`src/rtl/a429_tx_pkg.sv`:
```
package a429_tx_pkg;
  localparam int WORD_W = 32;
  localparam int HALF_W = WORD_W / 2;

  typedef enum logic [1:0] {
    PAR_NONE = 2'd0,
    PAR_ODD  = 2'd1,
    PAR_EVEN = 2'd2,
    PAR_RAW  = 2'd3
  } par_mode_e;

  typedef enum logic [1:0] {
    SER_IDLE = 2'd0,
    SER_BITS = 2'd1,
    SER_GAP  = 2'd2
  } ser_state_e;

  // Top bit becomes the parity bit over the lower bits when a mode asks for it.
  function automatic logic [WORD_W-1:0] apply_parity(input logic [WORD_W-1:0] w,
                                                     input par_mode_e m);
    logic [WORD_W-1:0] r;
    r = w;
    case (m)
      PAR_ODD:  r[WORD_W-1] = ~(^w[WORD_W-2:0]);
      PAR_EVEN: r[WORD_W-1] = ^w[WORD_W-2:0];
      default:  r[WORD_W-1] = w[WORD_W-1];
    endcase
    return r;
  endfunction
endpackage

```
`src/rtl/a429_tx_fifo.sv`:
```
module a429_tx_fifo #(
  parameter int W     = 32,
  parameter int DEPTH = 8
) (
  input  logic                           clk,
  input  logic                           rst_n,
  input  logic                           push,
  input  logic [W-1:0]                   din,
  input  logic                           pop,
  output logic [W-1:0]                   dout,
  output logic [$clog2(DEPTH+1)-1:0]     count,
  output logic                           full,
  output logic                           empty
);
  localparam int PTR_W = (DEPTH > 1) ? $clog2(DEPTH) : 1;
  localparam int CNT_W = $clog2(DEPTH + 1);

  logic [W-1:0]     mem [DEPTH];
  logic [PTR_W-1:0] wp_q, rp_q;
  logic [CNT_W-1:0] cnt_q;
  logic             push_ok, pop_ok;

  function automatic logic [PTR_W-1:0] nxt(input logic [PTR_W-1:0] p);
    return (p == PTR_W'(DEPTH - 1)) ? '0 : p + 1'b1;
  endfunction

  assign full    = (cnt_q == CNT_W'(DEPTH));
  assign empty   = (cnt_q == '0);
  assign push_ok = push && !full;
  assign pop_ok  = pop && !empty;
  assign dout    = mem[rp_q];
  assign count   = cnt_q;

  always_ff @(posedge clk) begin
    if (push_ok) mem[wp_q] <= din;
  end

  always_ff @(posedge clk or negedge rst_n) begin
    if (!rst_n) begin
      wp_q  <= '0;
      rp_q  <= '0;
      cnt_q <= '0;
    end else begin
      if (push_ok) wp_q <= nxt(wp_q);
      if (pop_ok)  rp_q <= nxt(rp_q);
      case ({push_ok, pop_ok})
        2'b10:   cnt_q <= cnt_q + 1'b1;
        2'b01:   cnt_q <= cnt_q - 1'b1;
        default: cnt_q <= cnt_q;
      endcase
    end
  end
endmodule

```
`src/rtl/a429_tx_halves.sv`:
```
module a429_tx_halves #(
  parameter int HALF_W = 16
) (
  input  logic                  clk,
  input  logic                  rst_n,
  input  logic                  valid,
  input  logic                  ready,
  input  logic [HALF_W-1:0]     data,
  output logic                  push,
  output logic [2*HALF_W-1:0]   word,
  output logic                  ovf
);
  logic              upper_q;
  logic [HALF_W-1:0] lo_q;
  logic              ovf_q;
  logic              accept;

  assign accept = valid && ready;
  assign push   = accept && upper_q;
  assign word   = {data, lo_q};
  assign ovf    = ovf_q;

  always_ff @(posedge clk or negedge rst_n) begin
    if (!rst_n) begin
      upper_q <= 1'b0;
      lo_q    <= '0;
      ovf_q   <= 1'b0;
    end else begin
      ovf_q <= valid && !ready;
      if (accept) begin
        if (!upper_q) lo_q <= data;
        upper_q <= ~upper_q;
      end
    end
  end
endmodule

```
`src/rtl/a429_tx_ser.sv`:
```
module a429_tx_ser
  import a429_tx_pkg::*;
#(
  parameter int DIV_W    = 8,
  parameter int GAP_BITS = 4
) (
  input  logic               clk,
  input  logic               rst_n,
  input  logic               avail,
  input  logic [1:0]         par_mode,
  input  logic [DIV_W-1:0]   rate_div,
  input  logic [WORD_W-1:0]  word_in,
  output logic               take,
  output logic               line_one,
  output logic               line_zero,
  output logic               eot,
  output ser_state_e         state
);
  localparam int GAP_HALVES = 2 * GAP_BITS;
  localparam int IDX_W      = $clog2(WORD_W + GAP_HALVES + 1);

  ser_state_e        st_q;
  logic [WORD_W-1:0] sh_q;
  logic [DIV_W-1:0]  div_q, hcnt_q;
  logic [IDX_W-1:0]  idx_q;
  logic              phase_q, eot_q;
  logic              half_end, active;

  assign half_end  = (hcnt_q == div_q);
  assign take      = (st_q == SER_IDLE) && avail;
  assign active    = (st_q == SER_BITS) && !phase_q;
  assign line_one  = active && sh_q[0];
  assign line_zero = active && !sh_q[0];
  assign eot       = eot_q;
  assign state     = st_q;

  always_ff @(posedge clk or negedge rst_n) begin
    if (!rst_n) begin
      st_q    <= SER_IDLE;
      sh_q    <= '0;
      div_q   <= '0;
      hcnt_q  <= '0;
      idx_q   <= '0;
      phase_q <= 1'b0;
      eot_q   <= 1'b0;
    end else begin
      eot_q <= 1'b0;
      case (st_q)
        SER_IDLE: if (avail) begin
          st_q    <= SER_BITS;
          sh_q    <= apply_parity(word_in, par_mode_e'(par_mode));
          div_q   <= rate_div;
          hcnt_q  <= '0;
          phase_q <= 1'b0;
          idx_q   <= '0;
        end
        SER_BITS: if (half_end) begin
          hcnt_q <= '0;
          if (!phase_q) phase_q <= 1'b1;
          else begin
            phase_q <= 1'b0;
            if (idx_q == IDX_W'(WORD_W - 1)) begin
              st_q  <= SER_GAP;
              idx_q <= '0;
              eot_q <= 1'b1;
            end else begin
              idx_q <= idx_q + 1'b1;
              sh_q  <= sh_q >> 1;
            end
          end
        end else hcnt_q <= hcnt_q + 1'b1;
        SER_GAP: if (half_end) begin
          hcnt_q <= '0;
          if (idx_q == IDX_W'(GAP_HALVES - 1)) st_q <= SER_IDLE;
          else idx_q <= idx_q + 1'b1;
        end else hcnt_q <= hcnt_q + 1'b1;
        default: st_q <= SER_IDLE;
      endcase
    end
  end
endmodule

```
`src/rtl/a429_tx_chan.sv`:
```
module a429_tx_chan
  import a429_tx_pkg::*;
#(
  parameter int DEPTH    = 8,
  parameter int DIV_W    = 8,
  parameter int GAP_BITS = 4
) (
  input  logic                clk,
  input  logic                rst_n,
  input  logic                hw_valid,
  output logic                hw_ready,
  input  logic [HALF_W-1:0]   hw_data,
  input  logic [1:0]          par_mode,
  input  logic [DIV_W-1:0]    rate_div,
  input  logic                test_mode,
  input  logic                loop_en,
  output logic                rb_valid,
  input  logic                rb_ready,
  output logic [WORD_W-1:0]   rb_data,
  output logic                tx_one,
  output logic                tx_zero,
  output logic                loop_one,
  output logic                loop_zero,
  output logic                empty_evt,
  output logic                eot_evt,
  output logic                ovf_evt
);
  localparam int CNT_W = $clog2(DEPTH + 1);

  logic              asm_push;
  logic [WORD_W-1:0] asm_word, fq_head;
  logic [CNT_W-1:0]  fq_count;
  logic              fq_full, fq_empty, fq_pop, ser_take;
  logic              raw_one, raw_zero, empty_q;
  ser_state_e        ser_st;

  assign hw_ready = !fq_full;
  assign rb_valid = test_mode && !fq_empty;
  assign rb_data  = fq_head;
  assign fq_pop   = ser_take || (rb_valid && rb_ready);

  a429_tx_halves #(.HALF_W(HALF_W)) halves_i (
    .clk(clk), .rst_n(rst_n), .valid(hw_valid), .ready(hw_ready),
    .data(hw_data), .push(asm_push), .word(asm_word), .ovf(ovf_evt)
  );

  a429_tx_fifo #(.W(WORD_W), .DEPTH(DEPTH)) fifo_i (
    .clk(clk), .rst_n(rst_n), .push(asm_push), .din(asm_word),
    .pop(fq_pop), .dout(fq_head), .count(fq_count),
    .full(fq_full), .empty(fq_empty)
  );

  a429_tx_ser #(.DIV_W(DIV_W), .GAP_BITS(GAP_BITS)) ser_i (
    .clk(clk), .rst_n(rst_n), .avail(!fq_empty && !test_mode),
    .par_mode(par_mode), .rate_div(rate_div), .word_in(fq_head),
    .take(ser_take), .line_one(raw_one), .line_zero(raw_zero),
    .eot(eot_evt), .state(ser_st)
  );

  always_ff @(posedge clk or negedge rst_n) begin
    if (!rst_n) empty_q <= 1'b0;
    else        empty_q <= fq_pop && (fq_count == CNT_W'(1)) && !asm_push;
  end
  assign empty_evt = empty_q;

  assign tx_one    = !loop_en && raw_one;
  assign tx_zero   = !loop_en && raw_zero;
  assign loop_one  = loop_en && raw_one;
  assign loop_zero = loop_en && raw_zero;
endmodule

```
`config.mk`:
```
export PLATFORM = sky130hd
export DESIGN_NAME = a429_tx_chan
export DESIGN_NICKNAME = d
export VERILOG_FILES = /design/src/rtl/a429_tx_pkg.sv /design/src/rtl/a429_tx_fifo.sv /design/src/rtl/a429_tx_halves.sv /design/src/rtl/a429_tx_ser.sv /design/src/rtl/a429_tx_chan.sv
export SDC_FILE = /design/constraint.sdc
export NUM_CORES = 1
export LEC_CHECK = 0
export BUFFER_PORTS_ARGS = -buffer_cell sky130_fd_sc_hd__buf_2
export CAP_MARGIN = 20
export CORE_ASPECT_RATIO = 0.5
export CORE_MARGIN = 5
export CORE_UTILIZATION = 28
export CTS_CLUSTER_SIZE = 25
export DETAILED_ROUTE_END_ITERATION = 7
export GPL_ROUTABILITY_DRIVEN = 0
export PLACE_DENSITY_LB_ADDON = 0.25
export SKIP_CTS_REPAIR_TIMING = 1
export SLEW_MARGIN = 10
export SYNTH_ARGS = -nofsm -noshare
export SYNTH_HDL_FRONTEND = slang
export SYNTH_SLANG_ARGS = --single-unit
```
`constraint.sdc`:
```
create_clock -name clk -period 10.2 [get_ports clk]
set_input_delay 0.51 -clock clk [delete_from_list [all_inputs] [get_ports clk]]
set_output_delay 0.51 -clock clk [all_outputs]
set_load 0.03 [all_outputs]
```
* After elaboration in Yosys (flattened, before gate mapping)
Memories as Yosys holds them, arrays and structs flattened.
Cells that the tools add are included.
** Storage, ports and cells
- Bits in registers :: 87
- Bits in latches :: 0
- Memory bits (writable) :: 256
- Bits in read-only memories :: 0
- Bits of input ports :: 32
- Output and inout port bits :: 41
- Logic and storage cells :: 121
- Memories :: 1
** Cells by class
- $add $sub $neg :: 6
- Multipliers :: 0
- Div/mod/pow operators :: 0
- Magnitude comparators :: 0
- Eq/ne operators :: 21
- Shift operators :: 0
- Mux-type cells :: 36
- Bitwise gates (word level) :: 2
- Reductions and logical operators :: 41
** Memories
- fifo_i.mem :: words 8, bits a word 32, read ports 1, clocked after memory_dff 0, write ports 1, RTL line a429_tx_fifo.sv:18 : logic [W-1:0] mem [DEPTH];
** Operators by type and width (count)
- $mux 32 :: 4
- $pmux 32 s2 :: 1
- $mux 6 :: 6
- $reduce_xor 31->1 :: 1
- $logic_and 1x1->1 :: 18
- $pmux 6 s3 :: 1
- $mux 8 :: 2
- $pmux 8 s2 :: 1
- $mux 2 :: 6
- $reduce_and 6->1 :: 2
- $ne 2x1->1 const B :: 5
- $mux 1 :: 9
- $add 8x1->8 const B :: 1
- $eq 8x8->1 :: 1
- $pmux 4 s2 :: 1
- $logic_not 1->1 :: 7
- $add 3x1->3 const B :: 2
- $add 6x1->6 const B :: 1
- $eq 2x1->1 const B :: 3
- $eq 2x2->1 const B :: 3
- $eq 3x3->1 const B :: 2
- $eq 6x3->1 const B :: 1
- $eq 6x5->1 const B :: 1
- $mux 3 :: 2
- other kinds (17) :: 25

* Depth between registers and ports, before layout
- Word-level depth :: 8
- Mapped depth :: 13
- Mapped depth without buffers :: 9

* By module
From an unflattened synthesis, not the netlist that was laid out.
** Second synthesis, totals
- Cell total of the unflattened synthesis :: 829
- Area total of the unflattened synthesis :: 14543.9 um^2
** Modules (own cells, without submodules)
- a429_tx_fifo :: times used 1, cells an instance 440, area an instance 10301.1 um^2, seq. area each 7937.6 um^2
- a429_tx_ser :: times used 1, cells an instance 320, area an instance 3296.9 um^2, seq. area each 1451.4 um^2
- a429_tx_halves :: times used 1, cells an instance 56, area an instance 845.8 um^2, seq. area each 450.4 um^2
- a429_tx_chan :: times used 1, cells an instance 13, area an instance 100.1 um^2, seq. area each 25.0 um^2

* Least setup slack after synthesis
No wires, ideal clock.
- Path type :: register to register
- Start point :: reg fifo_i.cnt_q[0] (netlist: fifo_i.count[0])
- End point :: mem fifo_i.mem[0][0] (enable)
- Setup time :: 503 ps
- Arrival :: 4491 ps
- Required time :: 9697 ps
- Setup slack :: 5206 ps
- Stages on the path, launching flop included :: 6
- Buffers on the path :: 0
- Clock period less this slack :: 4994 ps
- Cell sequence :: dfrtp_1 -> inv_1 -> ha_1 -> nand3b_1 -> nand3_1 -> nor4_1
** On the way
- Longest elaborated chain between the ends :: 7
** RTL lines
- start, declared :: RTL line a429_tx_fifo.sv:20 : logic [CNT_W-1:0] cnt_q;
- start signal, assigned :: RTL line a429_tx_fifo.sv:47 : 2'b10: cnt_q <= cnt_q + 1'b1;
- start signal, assigned :: RTL line a429_tx_fifo.sv:48 : 2'b01: cnt_q <= cnt_q - 1'b1;
- start signal, assigned :: RTL line a429_tx_fifo.sv:49 : default: cnt_q <= cnt_q;
- $eq 4x4->1 (*) :: RTL line a429_tx_fifo.sv:27 : assign full = (cnt_q == CNT_W'(DEPTH));
- $logic_not 1->1 (*) :: RTL line a429_tx_chan.sv:37 : assign hw_ready = !fq_full;
- named net hw_ready :: RTL line a429_tx_chan.sv:11 : output logic hw_ready,
- $logic_and 1x1->1 :: RTL line a429_tx_halves.sv:18 : assign accept = valid && ready;
- $logic_and 1x1->1 :: RTL line a429_tx_halves.sv:19 : assign push = accept && upper_q;
- $logic_and 1x1->1 (*) :: RTL line a429_tx_fifo.sv:29 : assign push_ok = push && !full;
- $mux 1 (*) :: RTL line a429_tx_fifo.sv:35 : if (push_ok) mem[wp_q] <= din;
- $mux 1 (not written as such) (*) :: RTL line a429_tx_fifo.sv:35
- end, declared :: RTL line a429_tx_fifo.sv:18
The timed path passes the listed nets; every way through them passes the cells marked *.

* Final worst setup path
- Start point :: reg fifo_i.rp_q[0]
- End point :: reg ser_i.sh_q[31]
** On the way
- Longest elaborated chain between the ends :: 6
** RTL lines
- start, declared :: RTL line a429_tx_fifo.sv:19 : logic [PTR_W-1:0] wp_q, rp_q;
- start signal, assigned :: RTL line a429_tx_fifo.sv:45 : if (pop_ok) rp_q <= nxt(rp_q);
- $mem_v2 8x32 (*)
- $reduce_xor 31->1 :: RTL line a429_tx_pkg.sv:24, a429_tx_pkg.sv:25
- $not 1->1 :: RTL line a429_tx_pkg.sv:24 : PAR_ODD: r[WORD_W-1] = ~(^w[WORD_W-2:0]);
- $pmux 1 s2 (*) :: RTL line a429_tx_pkg.sv:23 : case (m)
- $mux 32 (*) :: RTL line a429_tx_ser.sv:49 : SER_IDLE: if (avail) begin
- $pmux 32 s2 (*) :: RTL line a429_tx_ser.sv:48 : case (st_q)
- end signal, assigned :: RTL line a429_tx_ser.sv:51 : sh_q <= apply_parity(word_in, par_mode_e'(par_mode));
- end signal, assigned :: RTL line a429_tx_ser.sv:68 : sh_q <= sh_q >> 1;
- end, declared :: RTL line a429_tx_ser.sv:23 : logic [WORD_W-1:0] sh_q;
Every way passes the cells marked *; elsewhere a longest branch is shown, timed or not. The select of a mux whose other input is x is not followed.
A chain may end at the register's enable or synchronous reset.

==> results_dict.tcl <==
set metrics [dict create \
    status "complete, no violations" \
    syn2layout_area_growth_pct 16.1 \
    slowest_delay_ns 0.83 \
    yosysMostFrequentCell "edfxtp_1" \
    core_mm2 0.0504 \
    grt_overflow 0 \
    postRouteAntennaNets 0 \
    grt_usage_pct 12.4 \
    initial_utilization_pct 28.5 \
    synth_area_mm2 0.0144 \
    diodes 0 \
    hp-class "in2reg" \
    die_y_um 170 \
    setup-violations-final 0 \
    path_class "reg2reg" \
    rsz0062_at_grt "no" \
    worst_clock_skew_ns 0.0244 \
    synth_cell_types 48 \
    fin_crit_ns 4.07 \
    fillers 4858 \
    drc 0 \
    drt-vias-per-instance 4.63 \
    worst_setup_path_start_kind "register" \
    antenna_found_initial 1 \
    wirelength_um 35200 \
    cp_common_cell "xnor2_1" \
    synth_nets 914 \
    p_leak_uw 0.00610 \
    cts_made_buffers 36 \
    num_rows 58 \
    synth_top_area_cell "edfxtp_1" \
    wl_per_cell_um 21.0 \
    clockBufferDepth 3 \
    vias 7743 \
    tightest_slew_ns 0.995 \
    cts-htree-levels 2 \
    clkSlewWorstSetupHoldPaths_ns 0.06 \
    async_reset_ff_share_pct 25.4 \
    maxSlewHeadroom_pct 33.7 \
    synth_edf_count 256 \
    report.final.hold_viol_count 0 \
    cts_root_buf "clkbuf_16" \
    dp_hpwl_um 20400 \
    cts.sinks 343 \
    grt_pass1_wl_um 52400 \
    crit_buf_inv 1 \
    fin_area_mm2 0.0167 \
    worstPathRequired_ns 10.61 \
    synth_area_leaders "edfxtp_1 54%, dfrtp_1 15%, mux2i_1 6.6%" \
    die-area_mm2 0.0562 \
    reg2reg_slack_ns 6.13 \
    ios 73 \
    synth_common_cells "256 x edfxtp_1, 94 x mux2i_1, 87 x dfrtp_1" \
    vdd_ir_drop_max_v 0.000409 \
    clock_latency_ns 0.53 \
    grt_max_degree 69 \
    max_cap_violations 0 \
    slew_viol_final 0 \
    synth_ff_type "edfxtp_1" \
    placed_area_mm2 0.0155 \
    synth_seq_area_share_pct 68.7 \
    fmax_ghz 0.246 \
    synth-seq-cells 343 \
    ys.warnings.count 0 \
    drt_iter0_drc 579 \
    first_pass_iters 5 \
    yosysTopAreaCellShare_pct 53.6 \
    syn_area_per_cell_um2 16.6 \
    cts_tree "done" \
    crit_slowest_cell "dfrtp_4" \
    crit_family "XOR/XNOR gates" \
    end_kind "register" \
    drive_gt1_share_pct 21.5 \
    layout.nets 1005 \
    first_global_vias 7965 \
    crit_arrival_ns 4.49 \
    io_buffers 72 \
    final.setup.tns_ns 0 \
    die-width_um 330 \
    final.period_utilization_pct 39.9 \
    synth_cells 866 \
    crit_fanout 39 \
    p_per_area_mw_per_mm2 359 \
    path_cells "buf_4, mux4_1, nor2_1, a221oi_2, xor2_1, xnor2_1, xnor2_1, xnor3_1, mux2i_1, a21oi_1" \
]
## layout make-up
cell class	instances	area, um^2	share of cell area, %
Sequential cell	343	9870	59.2
Clock inverter	14	183	1.10
Timing Repair Buffer	93	523	3.14
Multi-Input combinational cell	469	4180	25.1
Tap cell	690	863	5.18
Clock buffer	51	987	5.93
Inverter	14	52.6	0.315
## placed cells by master (no fill, tap or decap), drive strengths merged, types with 16 or more instances in the layout
cell type and instances:
dfrtp 87, o21ai 56, mux2 30, a221oi 30, xnor2 31, nand2 53
buf 92, edfxtp 256, nor2 50, clkbuf 51, ha 16, mux2i 94
mux4 34
## worst reg2reg max path: stages, from the launching register on
cell and delay [ns]:
dfrtp_4 0.83, buf_4 0.74, mux4_1 0.41, nor2_1 0.06
a221oi_2 0.63, xor2_1 0.18, xnor2_1 0.18, xnor2_1 0.32
xnor3_1 0.39, mux2i_1 0.16, a21oi_1 0.08
## report_power, final
| part | switching (uW) | total [uW] | internal (uW) |
|---|---|---|---|
| clock network | 530 | 1310 | 779 |
| registers | 238 | 2080 | 1840 |
| logic | 1490 | 2600 | 1110 |
## flip-flops by register name, summed over array words and instances (netlist names), 2 cells and up
signal	flops
fifo_i.count	4
fifo_i.mem	256
ser_i.idx_q	6
ser_i.hcnt_q	8
ser_i.div_q	8
ser_i.sh_q	32
fifo_i.wp_q	3
ser_i.state	2
fifo_i.rp_q	3
halves_i.lo_q	16
## logic make-up after synthesis
kind of cell,synth area share (%)
DFF,68.7
AOI/OAI and AO/OA,5.09
buffers and inverters,2.52
and+or+nand+nor,4.69
adders and majority gates,1.39
xor gates and xnor gates,2.87
muxes,14.7
## metrics by stage
| stage | utilization (%) | hold slack, ns | power, uW | cells | setup slack [ns] |
|---|---|---|---|---|---|
| after floorplan | - | 0.214 | 4010 | 866 | 5.21 |
| after global placement | 30.7 | 0.446 | 4690 | 1608 | 6.08 |
| after detailed placement | 30.7 | 0.444 | 4740 | 1608 | 6.11 |
| after CTS | 33.0 | -0.117 | 6060 | 1673 | 6.12 |
| after global routing | 33.0 | 0.211 | 6280 | 1674 | 5.90 |
| final | 33.0 | 0.231 | 5980 | 1674 | 6.13 |
## path summary, 6_finish.rpt
| check | start | to | depth (start not counted) |
|---|---|---|---|
| setup / recovery | fifo_i.rp_q[0] | ser_i.sh_q[31] | 10 |
| hold / removal | rate_div[2] | ser_i.div_q[2] | 2 |
| setup reg to reg | fifo_i.rp_q[0] | ser_i.sh_q[31] | 10 |
| hold reg to reg | ser_i.sh_q[25] | ser_i.sh_q[25] | 2 |
| max in group asynchronous | rst_n | fifo_i.rp_q[0] | 3 |
| min in group asynchronous | rst_n | halves_i.lo_q[6] | 2 |
## routing by layer
metal  global-route usage (%)  part of all wire, %  wire length [um]  vias to the layer above
met1                     17.0                   47             16400                     4057
met3                     1.99                  3.0              1050                       39
met2                     21.1                   49             17300                      110
met4                     2.64                  1.3               456                        2
li1                         -                    -                 -                     3535
met5                        0                0.037                13                        -
Note: power is estimated with default switching activity, not from simulation.
